**src/rtl/ftr_pkg.sv**
```systemverilog
package ftr_pkg;

  typedef enum logic {
    S_IDLE = 1'b0,
    S_WAIT = 1'b1
  } rd_state_e;

  typedef enum logic [1:0] {
    TM_NOW     = 2'd0,
    TM_COUNT   = 2'd1,
    TM_FOREVER = 2'd2
  } tmo_mode_e;

  // Classify a sign-extended wait limit.
  function automatic tmo_mode_e classify(input logic signed [31:0] t);
    if (t < 0)       return TM_FOREVER;
    else if (t == 0) return TM_NOW;
    else             return TM_COUNT;
  endfunction

endpackage

```
**src/rtl/ftr_store.sv**
```systemverilog
module ftr_store #(
  parameter int DW    = 8,
  parameter int DEPTH = 8,
  localparam int AW   = $clog2(DEPTH),
  localparam int CW   = $clog2(DEPTH + 1)
) (
  input  logic          clk,
  input  logic          rst_n,
  input  logic          clr,
  input  logic          push_req,
  input  logic          pop,
  input  logic [DW-1:0] din,
  output logic [DW-1:0] head,
  output logic          empty,
  output logic          full,
  output logic [CW-1:0] level
);

  logic [DW-1:0] mem [DEPTH];
  logic [AW-1:0] wptr, rptr;
  logic          push_ok, pop_ok;

  function automatic logic [AW-1:0] ptr_inc(input logic [AW-1:0] p);
    return (p == AW'(DEPTH - 1)) ? '0 : p + 1'b1;
  endfunction

  assign empty   = (level == '0);
  assign full    = (level == CW'(DEPTH));
  assign push_ok = push_req && !full && !clr;
  assign pop_ok  = pop && !empty && !clr;
  assign head    = mem[rptr];

  always_ff @(posedge clk) begin
    if (push_ok) mem[wptr] <= din;
  end

  always_ff @(posedge clk) begin
    if (!rst_n || clr) begin
      wptr  <= '0;
      rptr  <= '0;
      level <= '0;
    end else begin
      if (push_ok) wptr <= ptr_inc(wptr);
      if (pop_ok)  rptr <= ptr_inc(rptr);
      case ({push_ok, pop_ok})
        2'b10:   level <= level + 1'b1;
        2'b01:   level <= level - 1'b1;
        default: level <= level;
      endcase
    end
  end

endmodule

```
**src/rtl/ftr_wait_timer.sv**
```systemverilog
module ftr_wait_timer #(
  parameter int TW = 16
) (
  input  logic          clk,
  input  logic          rst_n,
  input  logic          load,
  input  logic [TW-1:0] load_val,
  input  logic          dec,
  output logic [TW-1:0] cnt,
  output logic          last
);

  assign last = (cnt == TW'(1));

  always_ff @(posedge clk) begin
    if (!rst_n)                     cnt <= '0;
    else if (load)                  cnt <= load_val;
    else if (dec && cnt != '0)      cnt <= cnt - 1'b1;
  end

endmodule

```
**src/rtl/ftr_read_ctrl.sv**
```systemverilog
module ftr_read_ctrl
  import ftr_pkg::*;
#(
  parameter int DW = 8,
  parameter int TW = 16
) (
  input  logic                 clk,
  input  logic                 rst_n,
  input  logic                 req,
  input  logic signed [TW-1:0] tmo,
  input  logic                 avail,
  input  logic [DW-1:0]        head,
  input  logic                 tmr_last,
  output logic                 tmr_load,
  output logic [TW-1:0]        tmr_val,
  output logic                 tmr_dec,
  output logic                 pop,
  output logic                 accept,
  output logic                 idle,
  output logic                 fin_ok,
  output logic                 fin_to,
  output logic                 done,
  output logic [DW-1:0]        elem,
  output logic                 timed_out
);

  rd_state_e state, nxt;
  logic      forever_q, forever_nxt;
  tmo_mode_e mode;

  assign mode    = classify(32'(tmo));
  assign idle    = (state == S_IDLE);
  assign accept  = idle && req;
  assign tmr_val = TW'(tmo);

  always_comb begin
    nxt         = state;
    forever_nxt = forever_q;
    pop         = 1'b0;
    fin_ok      = 1'b0;
    fin_to      = 1'b0;
    tmr_load    = 1'b0;
    tmr_dec     = 1'b0;
    case (state)
      S_IDLE: begin
        if (req) begin
          if (avail) begin
            pop    = 1'b1;
            fin_ok = 1'b1;
          end else begin
            case (mode)
              TM_NOW: fin_to = 1'b1;
              TM_FOREVER: begin
                nxt         = S_WAIT;
                forever_nxt = 1'b1;
              end
              default: begin
                nxt         = S_WAIT;
                forever_nxt = 1'b0;
                tmr_load    = 1'b1;
              end
            endcase
          end
        end
      end
      default: begin
        if (avail) begin
          pop    = 1'b1;
          fin_ok = 1'b1;
          nxt    = S_IDLE;
        end else if (!forever_q && tmr_last) begin
          fin_to = 1'b1;
          nxt    = S_IDLE;
        end else if (!forever_q) begin
          tmr_dec = 1'b1;
        end
      end
    endcase
  end

  always_ff @(posedge clk) begin
    if (!rst_n) begin
      state     <= S_IDLE;
      forever_q <= 1'b0;
      done      <= 1'b0;
      elem      <= '0;
      timed_out <= 1'b0;
    end else begin
      state     <= nxt;
      forever_q <= forever_nxt;
      done      <= fin_ok || fin_to;
      elem      <= fin_ok ? head : '0;
      timed_out <= fin_to;
    end
  end

endmodule

```
**src/rtl/fifo_timed_read.sv**
```systemverilog
module fifo_timed_read #(
  parameter int DW    = 8,
  parameter int DEPTH = 8,
  parameter int TW    = 16,
  localparam int CW   = $clog2(DEPTH + 1)
) (
  input  logic                 clk,
  input  logic                 rst_n,
  input  logic                 clr,
  input  logic                 wr_en,
  input  logic [DW-1:0]        wr_data,
  output logic                 full,
  input  logic                 rd_req,
  input  logic signed [TW-1:0] rd_timeout,
  output logic                 rd_done,
  output logic [DW-1:0]        rd_elem,
  output logic                 rd_timed_out
);

  // Named internal events, also observed by the bound checker.
  logic          empty, avail, pop, accept, idle, fin_ok, fin_to;
  logic          tmr_load, tmr_dec, tmr_last;
  logic [TW-1:0] tmr_val, tmr_cnt;
  logic [DW-1:0] head;
  logic [CW-1:0] level;

  assign avail = !empty && !clr;

  ftr_store #(.DW(DW), .DEPTH(DEPTH)) u_store (
    .clk(clk), .rst_n(rst_n), .clr(clr),
    .push_req(wr_en), .pop(pop), .din(wr_data),
    .head(head), .empty(empty), .full(full), .level(level)
  );

  ftr_wait_timer #(.TW(TW)) u_timer (
    .clk(clk), .rst_n(rst_n), .load(tmr_load), .load_val(tmr_val),
    .dec(tmr_dec), .cnt(tmr_cnt), .last(tmr_last)
  );

  ftr_read_ctrl #(.DW(DW), .TW(TW)) u_ctrl (
    .clk(clk), .rst_n(rst_n), .req(rd_req), .tmo(rd_timeout),
    .avail(avail), .head(head), .tmr_last(tmr_last),
    .tmr_load(tmr_load), .tmr_val(tmr_val), .tmr_dec(tmr_dec),
    .pop(pop), .accept(accept), .idle(idle),
    .fin_ok(fin_ok), .fin_to(fin_to),
    .done(rd_done), .elem(rd_elem), .timed_out(rd_timed_out)
  );

endmodule

```
**config.mk**
```make
export PLATFORM = sky130hd
export DESIGN_NAME = fifo_timed_read
export DESIGN_NICKNAME = d
export VERILOG_FILES = /design/src/rtl/ftr_pkg.sv /design/src/rtl/ftr_store.sv /design/src/rtl/ftr_wait_timer.sv /design/src/rtl/ftr_read_ctrl.sv /design/src/rtl/fifo_timed_read.sv
export SDC_FILE = /design/constraint.sdc
export NUM_CORES = 1
export LEC_CHECK = 0
export CAP_MARGIN = 25
export CORE_AREA = 4 4 119 121
export CTS_CLUSTER_SIZE = 14
export DETAILED_ROUTE_END_ITERATION = 7
export DIE_AREA = 0 0 123 125
export PLACE_DENSITY_LB_ADDON = 0.08
export SYNTH_ARGS = -nofsm -noshare
export SYNTH_HDL_FRONTEND = slang
export SYNTH_SLANG_ARGS = --single-unit
```
**constraint.sdc**
```tcl
create_clock -name clk -period 3.54 [get_ports clk]
set_input_delay 0.885 -clock clk [delete_from_list [all_inputs] [get_ports clk]]
set_output_delay 0.885 -clock clk [all_outputs]
set_load 0.005 [all_outputs]
```
==> qor.csv, run 1 <==
stage;metric;value;unit
logic_synthesis;synth.area.mux_share;11.2;%
cts;cts_buffers;9;
pwr;power_density;492;mW/mm^2
finish;layout_commonest_cell;edfxtp_1;
route;dr.pass1.iters;4;
logic_synthesis;ys_seq_elements;102;
logic_synthesis;synth-compound-area-share;10.2;%
global_routing;antenna_found_initial;0;
critical_path;slowest_stage;clkdlybuf4s50_1;
critical_path;cp-end-kind;flip-flop;
critical_path;worstSetupPathType;in -> reg;
route;totalWireLength;10000;um
cts;cts.path.max_buffers;2;
floorplanning;ioPinCount;40;
sta;finalHoldViolCount;0;
critical_path;crit_fanout;8;
logic_synthesis;syn_area;0.00447;sq mm
logic_synthesis;synthAdderAreaFrac;3.25;%
place;hpwl;6700;um
global_routing;grt_max_degree;20;
global_routing;grt_pass1_vias;2845;
critical_path;rr_startpoint;u_store.level[0];
pwr;p_leak;1.74;nW
pwr;ir_worst_vdd;0.266;mV
worst_hold_path;min-delay-start;u_timer.cnt[12];
run;maxCapViolCount;0;
cts;ctsResizeCount;0;
floorplanning;start_util;34.2;%
logic_synthesis;synth_warnings;0;
cts;clkSinkCount;102;
floorplanning;rows;42;
sta;slew_headroom;39.4;%
logic_synthesis;synthCells;332;
sta;period_needed;2.95;ns
route;detail_route.iter0.violations;152;
route;wire_per_inst;17.7;um
logic_synthesis;synth_top_family_by_area;simple AND/OR/NAND/NOR gates;
cts;clockRootBuffer;clkbuf_16;
sta;fin_setup_tns;0;ns
sta;fin_crit_sh;83.2;%
critical_path;worstPathRequired;3.82;ns
logic_synthesis;synth_xor_area_share;1.18;%
critical_path;critPathMaxStageDelay;0.55;ns
finish;most-common-layout-cells;64 x edfxtp_1, 39 x clkdlybuf4s50_1, 38 x dfxtp_1, 29 x nor2_1, 19 x a21oi_1;
sta;setup_viol;0;
sta;fmax;0.339;GHz
critical_path;start_kind;input port;
sta;tightest_slew;0.908;ns
finish;n_fill_cell;1247;
global_routing;grt_usage;13.8;%
route;drtAntennaViolNets;0;
logic_synthesis;yosysUniqueCellTypes;55;
logic_synthesis;syn_area_per_cell;13.5;sq um
sta;clock_skew;0.00800;ns
cts;cts_tree;built;
logic_synthesis;seq_area_frac_synth;60.0;%
pwr;power;0.00267;W
logic_synthesis;ys.flop_type;edfxtp_1;
global_routing;grt_pass1_wl;16100;um
floorplanning;dieArea;0.0154;sq mm
route;drc;0;
finish;layout.nets;424;
floorplanning;die_w;123;um
floorplanning;coreArea;0.0131;sq mm
logic_synthesis;synth_edf_count;64;
logic_synthesis;yosys.area_share.simple;11.8;%
logic_synthesis;synth_fp_nets;372;
cts;postCtsHoldBufs;0;
global_routing;grt_overflow_total;0;
outcome;run_status;completed;
critical_path;worstPathArrival;3.22;ns
route;vias;2892;
finish;antenna_cells;0;
sta;rsz0062_at_grt;no;
floorplanning;die-height;125;um
cts;clock_latency;0.35;ns
cts;htree_levels;3;
place;gp_congestion;0.797;
logic_synthesis;async_reset_ff_share;0;%
worst_hold_path;holdCritPathClass;reg -> reg;
sta;finalMaxSlewViolations;0;
critical_path;cp_cell_sequence;clkdlybuf4s50_1 > nor2_1 > o21a_1 > ha_1 > ha_1 > a21o_1 > a21oi_1 > xnor2_1 > or3_1 > a21oi_1;
cts;clkTransAtPathRegs;0.07;ns
finish;drive_gt1_share;17.0;%
critical_path;startpoint;clr;
finish;final_core_util;41.4;%
route;vias_per_cell;5.12;
place;port_buffers;39;
finish;syn_to_final_growth;21.2;%
cts;postCtsSetupBuffers;0;
[synthesized netlist by cell type, types with 4 or more instances]
cell      count  share of area [%]
edfxtp_1     64                 43
dfxtp_1      38                 17
nor2_1       29                2.4
a21oi_1      19                2.1
mux4_2       16                8.1
mux2i_1      13                2.9
ha_1         10                2.8
nand2_1      10               0.84
nor3_1       10                1.1
inv_1         9               0.76
nor4_1        8                1.1
a31oi_1       6               0.84
clkbuf_1      6               0.50
nand3_1       6               0.67
o21ai_0       6               0.67
buf_2         5               0.56
nand2b_1      5               0.70
or2_2         5               0.70
or3_1         5               0.70
a22oi_1       4               0.67
xnor2_1       4               0.78
[per-layer routing]
| metal | vias up | GRT usage [%] | wire, um |
|---|---|---|---|
| met5 | - | 0 | 0 |
| met4 | 0 | 3.91 | 123 |
| met3 | 12 | 3.43 | 318 |
| met2 | 38 | 20.6 | 4610 |
| met1 | 1427 | 20.1 | 4960 |
| li1 | 1415 | - | - |
[worst max-delay path, delay by kind of cell]
family / cells / cell delay (ns)
AO/OA/AOI/OAI: 4 / 0.67
XOR/XNOR: 1 / 0.09
adder cells (fa/ha/maj): 2 / 0.45
buffers and inverters: 1 / 0.55
AND/OR/NAND/NOR: 2 / 0.57
[kinds of logic after synthesis]
kind of cell | Yosys count
AOI/OAI and AO/OA | 63
DFF | 102
muxes | 30
xor gates and xnor gates | 6
and+or+nand+nor | 96
adders and majority gates | 11
buffers and inverters | 24
[through the flow]
stage	instance area (sq um)	setup slack, ns	hold slack, ns	cells
after floorplan	4470	0.788	0.450	332
after global placement	5140	0.303	0.473	549
after detailed placement	5140	0.208	0.473	549
after CTS	5420	0.593	0.486	565
after global routing	5420	0.421	0.497	565
final	5420	0.594	0.485	565
[path summary, 6_finish.rpt]
check	cells after the start	slack [ns]	end
worst max-delay path	10	0.59	u_store.level[3]
worst min-delay path	2	0.48	u_timer.cnt[12]
worst max register to register	10	0.81	u_store.level[3]
worst min register to register	2	0.48	u_timer.cnt[12]
[flip-flops by register name, summed over array words and instances, names as in the netlist]
register / count
u_store.mem: 64
u_timer.cnt: 16
u_ctrl.elem: 8
u_store.level: 4
u_store.rptr: 3
u_store.wptr: 3
u_ctrl.done: 1
u_ctrl.forever_q: 1
u_ctrl.state: 1
u_ctrl.timed_out: 1
[area by class of cell]
class / count / area, sq um / share of cell area [%]
flip-flops and latches: 102 / 2680 / 49.5
well taps: 176 / 220 / 4.06
clock buffers: 12 / 246 / 4.55
clock inverters: 4 / 31.3 / 0.577
inverters: 10 / 37.5 / 0.693
multi-input cells: 206 / 1690 / 31.2
repair buffers: 55 / 510 / 9.42
[report_power, final]
group,switching [W],internal [W],total [W]
combinational,0.000220,0.000168,0.000389
clock,0.000441,0.000502,0.000943
sequential,0.0000388,0.00130,0.00133
Note: power is estimated with default switching activity, not from simulation.
==> run 2, diff against run 1 <==
==> constraint.sdc (replaced) <==
create_clock -name clk -period 2.45 [get_ports clk]
set_input_delay 0.6125 -clock clk [delete_from_list [all_inputs] [get_ports clk]]
set_output_delay 0.6125 -clock clk [all_outputs]
set_load 0.005 [all_outputs]
==> qor.csv, run 2 (synthesis results as in run 1) <==
stage;metric;value;unit;change
cts;clock_latency;0.35;ns;about the same
critical_path;start_kind;input port;;
pwr;power;0.00404;W;+52%
sta;rsz0062_at_grt;yes;;
sta;clock_skew;0.00751;ns;-0.000489 ns
floorplanning;rows;42;;unchanged
finish;largest-register;u_store.mem;;
floorplanning;ioPinCount;40;;unchanged
cts;htree_levels;3;;unchanged
route;dr.pass1.iters;4;;unchanged
finish;drive_gt1_share;27.7;%;+11 points
finish;antenna_cells;0;;unchanged
global_routing;grt_pass1_vias;3177;;+12%
route;vias;3079;;+6.5%
finish;layout_commonest_cell;edfxtp_1;;
critical_path;worstSetupPathType;in -> reg;;
place;port_buffers;39;;unchanged
global_routing;grt_overflow_total;0;;unchanged
sta;period_needed;2.38;ns;
pwr;power_density;690;mW/mm^2;+40%
sta;setup_viol;0;;unchanged
floorplanning;coreArea;0.0131;sq mm;unchanged
pwr;ir_worst_vdd;0.354;mV;+33%
pwr;p_leak;1.98;nW;+14%
route;totalWireLength;10200;um;+2.3%
critical_path;worstPathRequired;2.72;ns;-1.10 ns
global_routing;grt_usage;14.2;%;+0.33 points
sta;fin_crit_sh;97.0;%;
sta;tightest_slew;0.552;ns;-0.356 ns
cts;cts_buffers;9;;unchanged
critical_path;cp-end-kind;flip-flop;;
route;drc;0;;unchanged
cts;clkTransAtPathRegs;0.07;ns;about the same
finish;syn_to_final_growth;31.0;%;
outcome;run_status;completed;;
sta;fin_setup_tns;0;ns;unchanged
finish;reg_top3;u_store.mem x64, u_timer.cnt x16, u_ctrl.elem x8;;
floorplanning;dieArea;0.0154;sq mm;unchanged
global_routing;grt_max_degree;20;;unchanged
critical_path;worstPathArrival;2.65;ns;-0.57 ns
sta;finalHoldViolCount;0;;unchanged
floorplanning;die_w;123;um;unchanged
finish;most-common-layout-cells;64 x edfxtp_1, 54 x buf_4, 38 x clkdlybuf4s50_1, 36 x dfxtp_1, 28 x nor2_1;;
place;hpwl;7170;um;+7.0%
cts;clkSinkCount;102;;unchanged
global_routing;antenna_found_initial;0;;unchanged
route;detail_route.iter0.violations;182;;+20%
route;wire_per_inst;16.9;um;-4.7%
cts;cts_tree;built;;
finish;final_core_util;44.8;%;+3.3 points
floorplanning;start_util;34.2;%;unchanged
sta;fmax;0.421;GHz;
cts;cts.path.max_buffers;2;;unchanged
sta;finalMaxSlewViolations;0;;unchanged
route;vias_per_cell;5.08;;-0.74%
floorplanning;die-height;125;um;unchanged
worst_hold_path;holdCritPathClass;reg -> reg;;
cts;clockRootBuffer;clkbuf_16;;
run;maxCapViolCount;0;;unchanged
finish;largest_reg_flops;64;;unchanged
place;dpl.cell_count;589;;+7.3%
place;gp_congestion;0.867;;+8.8%
global_routing;grt_pass1_wl;16600;um;+3.5%
finish;n_fill_cell;1206;;-3.3%
sta;holdWs;0.486;ns;+0.00166 ns
critical_path;crit_fanout;2;;-6
sta;slew_headroom;63.1;%;+24 points
finish;layout.nets;465;;+9.7%
finish;finalNonFillerCells;606;;+7.3%
route;drtAntennaViolNets;0;;unchanged
[run 2: worst paths after layout]
path                            cells past startpoint  slack [ns]                to              from
worst min-delay path                                2        0.49  u_ctrl.forever_q  u_ctrl.forever_q
worst min register to register                      2        0.49  u_ctrl.forever_q  u_ctrl.forever_q
worst max register to register                     11        0.12  u_store.level[3]  u_store.level[1]
worst max-delay path                               11        0.07  u_store.level[3]             wr_en
[run 2: stage by stage]
stage	instance area, sq um	worst slack [ns]
2_1_floorplan	4480	0.00921
4_1_cts	5800	0.0125
5_1_grt	5860	-0.0423
3_3_place_gp	5490	-0.343
3_5_place_dp	5490	-0.405
6_report	5860	0.0742
[run 2: power by group]
part | internal, W | leakage, nW | switching (W) | total [W]
registers | 0.00187 | 0.888 | 0.0000497 | 0.00192
clock network | 0.000805 | 0.149 | 0.000656 | 0.00146
logic | 0.000311 | 0.943 | 0.000350 | 0.000660
[run 2: worst max-delay path, stage by stage]
cell and delay, ns:
clkdlybuf4s50_1 0.46, nand2b_1 0.08, nor2_2 0.12, inv_2 0.05, ha_2 0.19, buf_4 0.14, ha_4 0.21, a21oi_2 0.15
xnor2_1 0.10, or3_1 0.39, a21oi_2 0.14
[run 2: timing repair]
action | CTS | global route
gates resized for setup | 3 | 10
buffers inserted | 0 | 1
endpoints found under the setup margin | 1 | 6
hold buffers | 0 | 0
pin swaps | 2 | 6
[run 2: final cells by class]
cell class                      count  area, sq um  area share, %
Clock buffer                        9          225           3.84
Clock inverter                      7         77.6           1.32
Inverter                           10         37.5          0.641
Multi-Input combinational cell    206         1760           30.0
Sequential cell                   102         2690           45.8
Tap cell                          176          220           3.76
Timing Repair Buffer               96          855           14.6
[run 2: per-layer routing]
layer / wire (um) / track usage [%] / vias up
met5: 0 / 0 / -
li1: - / - / 1491
met4: 136 / 4.36 / 0
met1: 4530 / 18.3 / 1522
met3: 453 / 4.25 / 11
met2: 5130 / 22.9 / 55
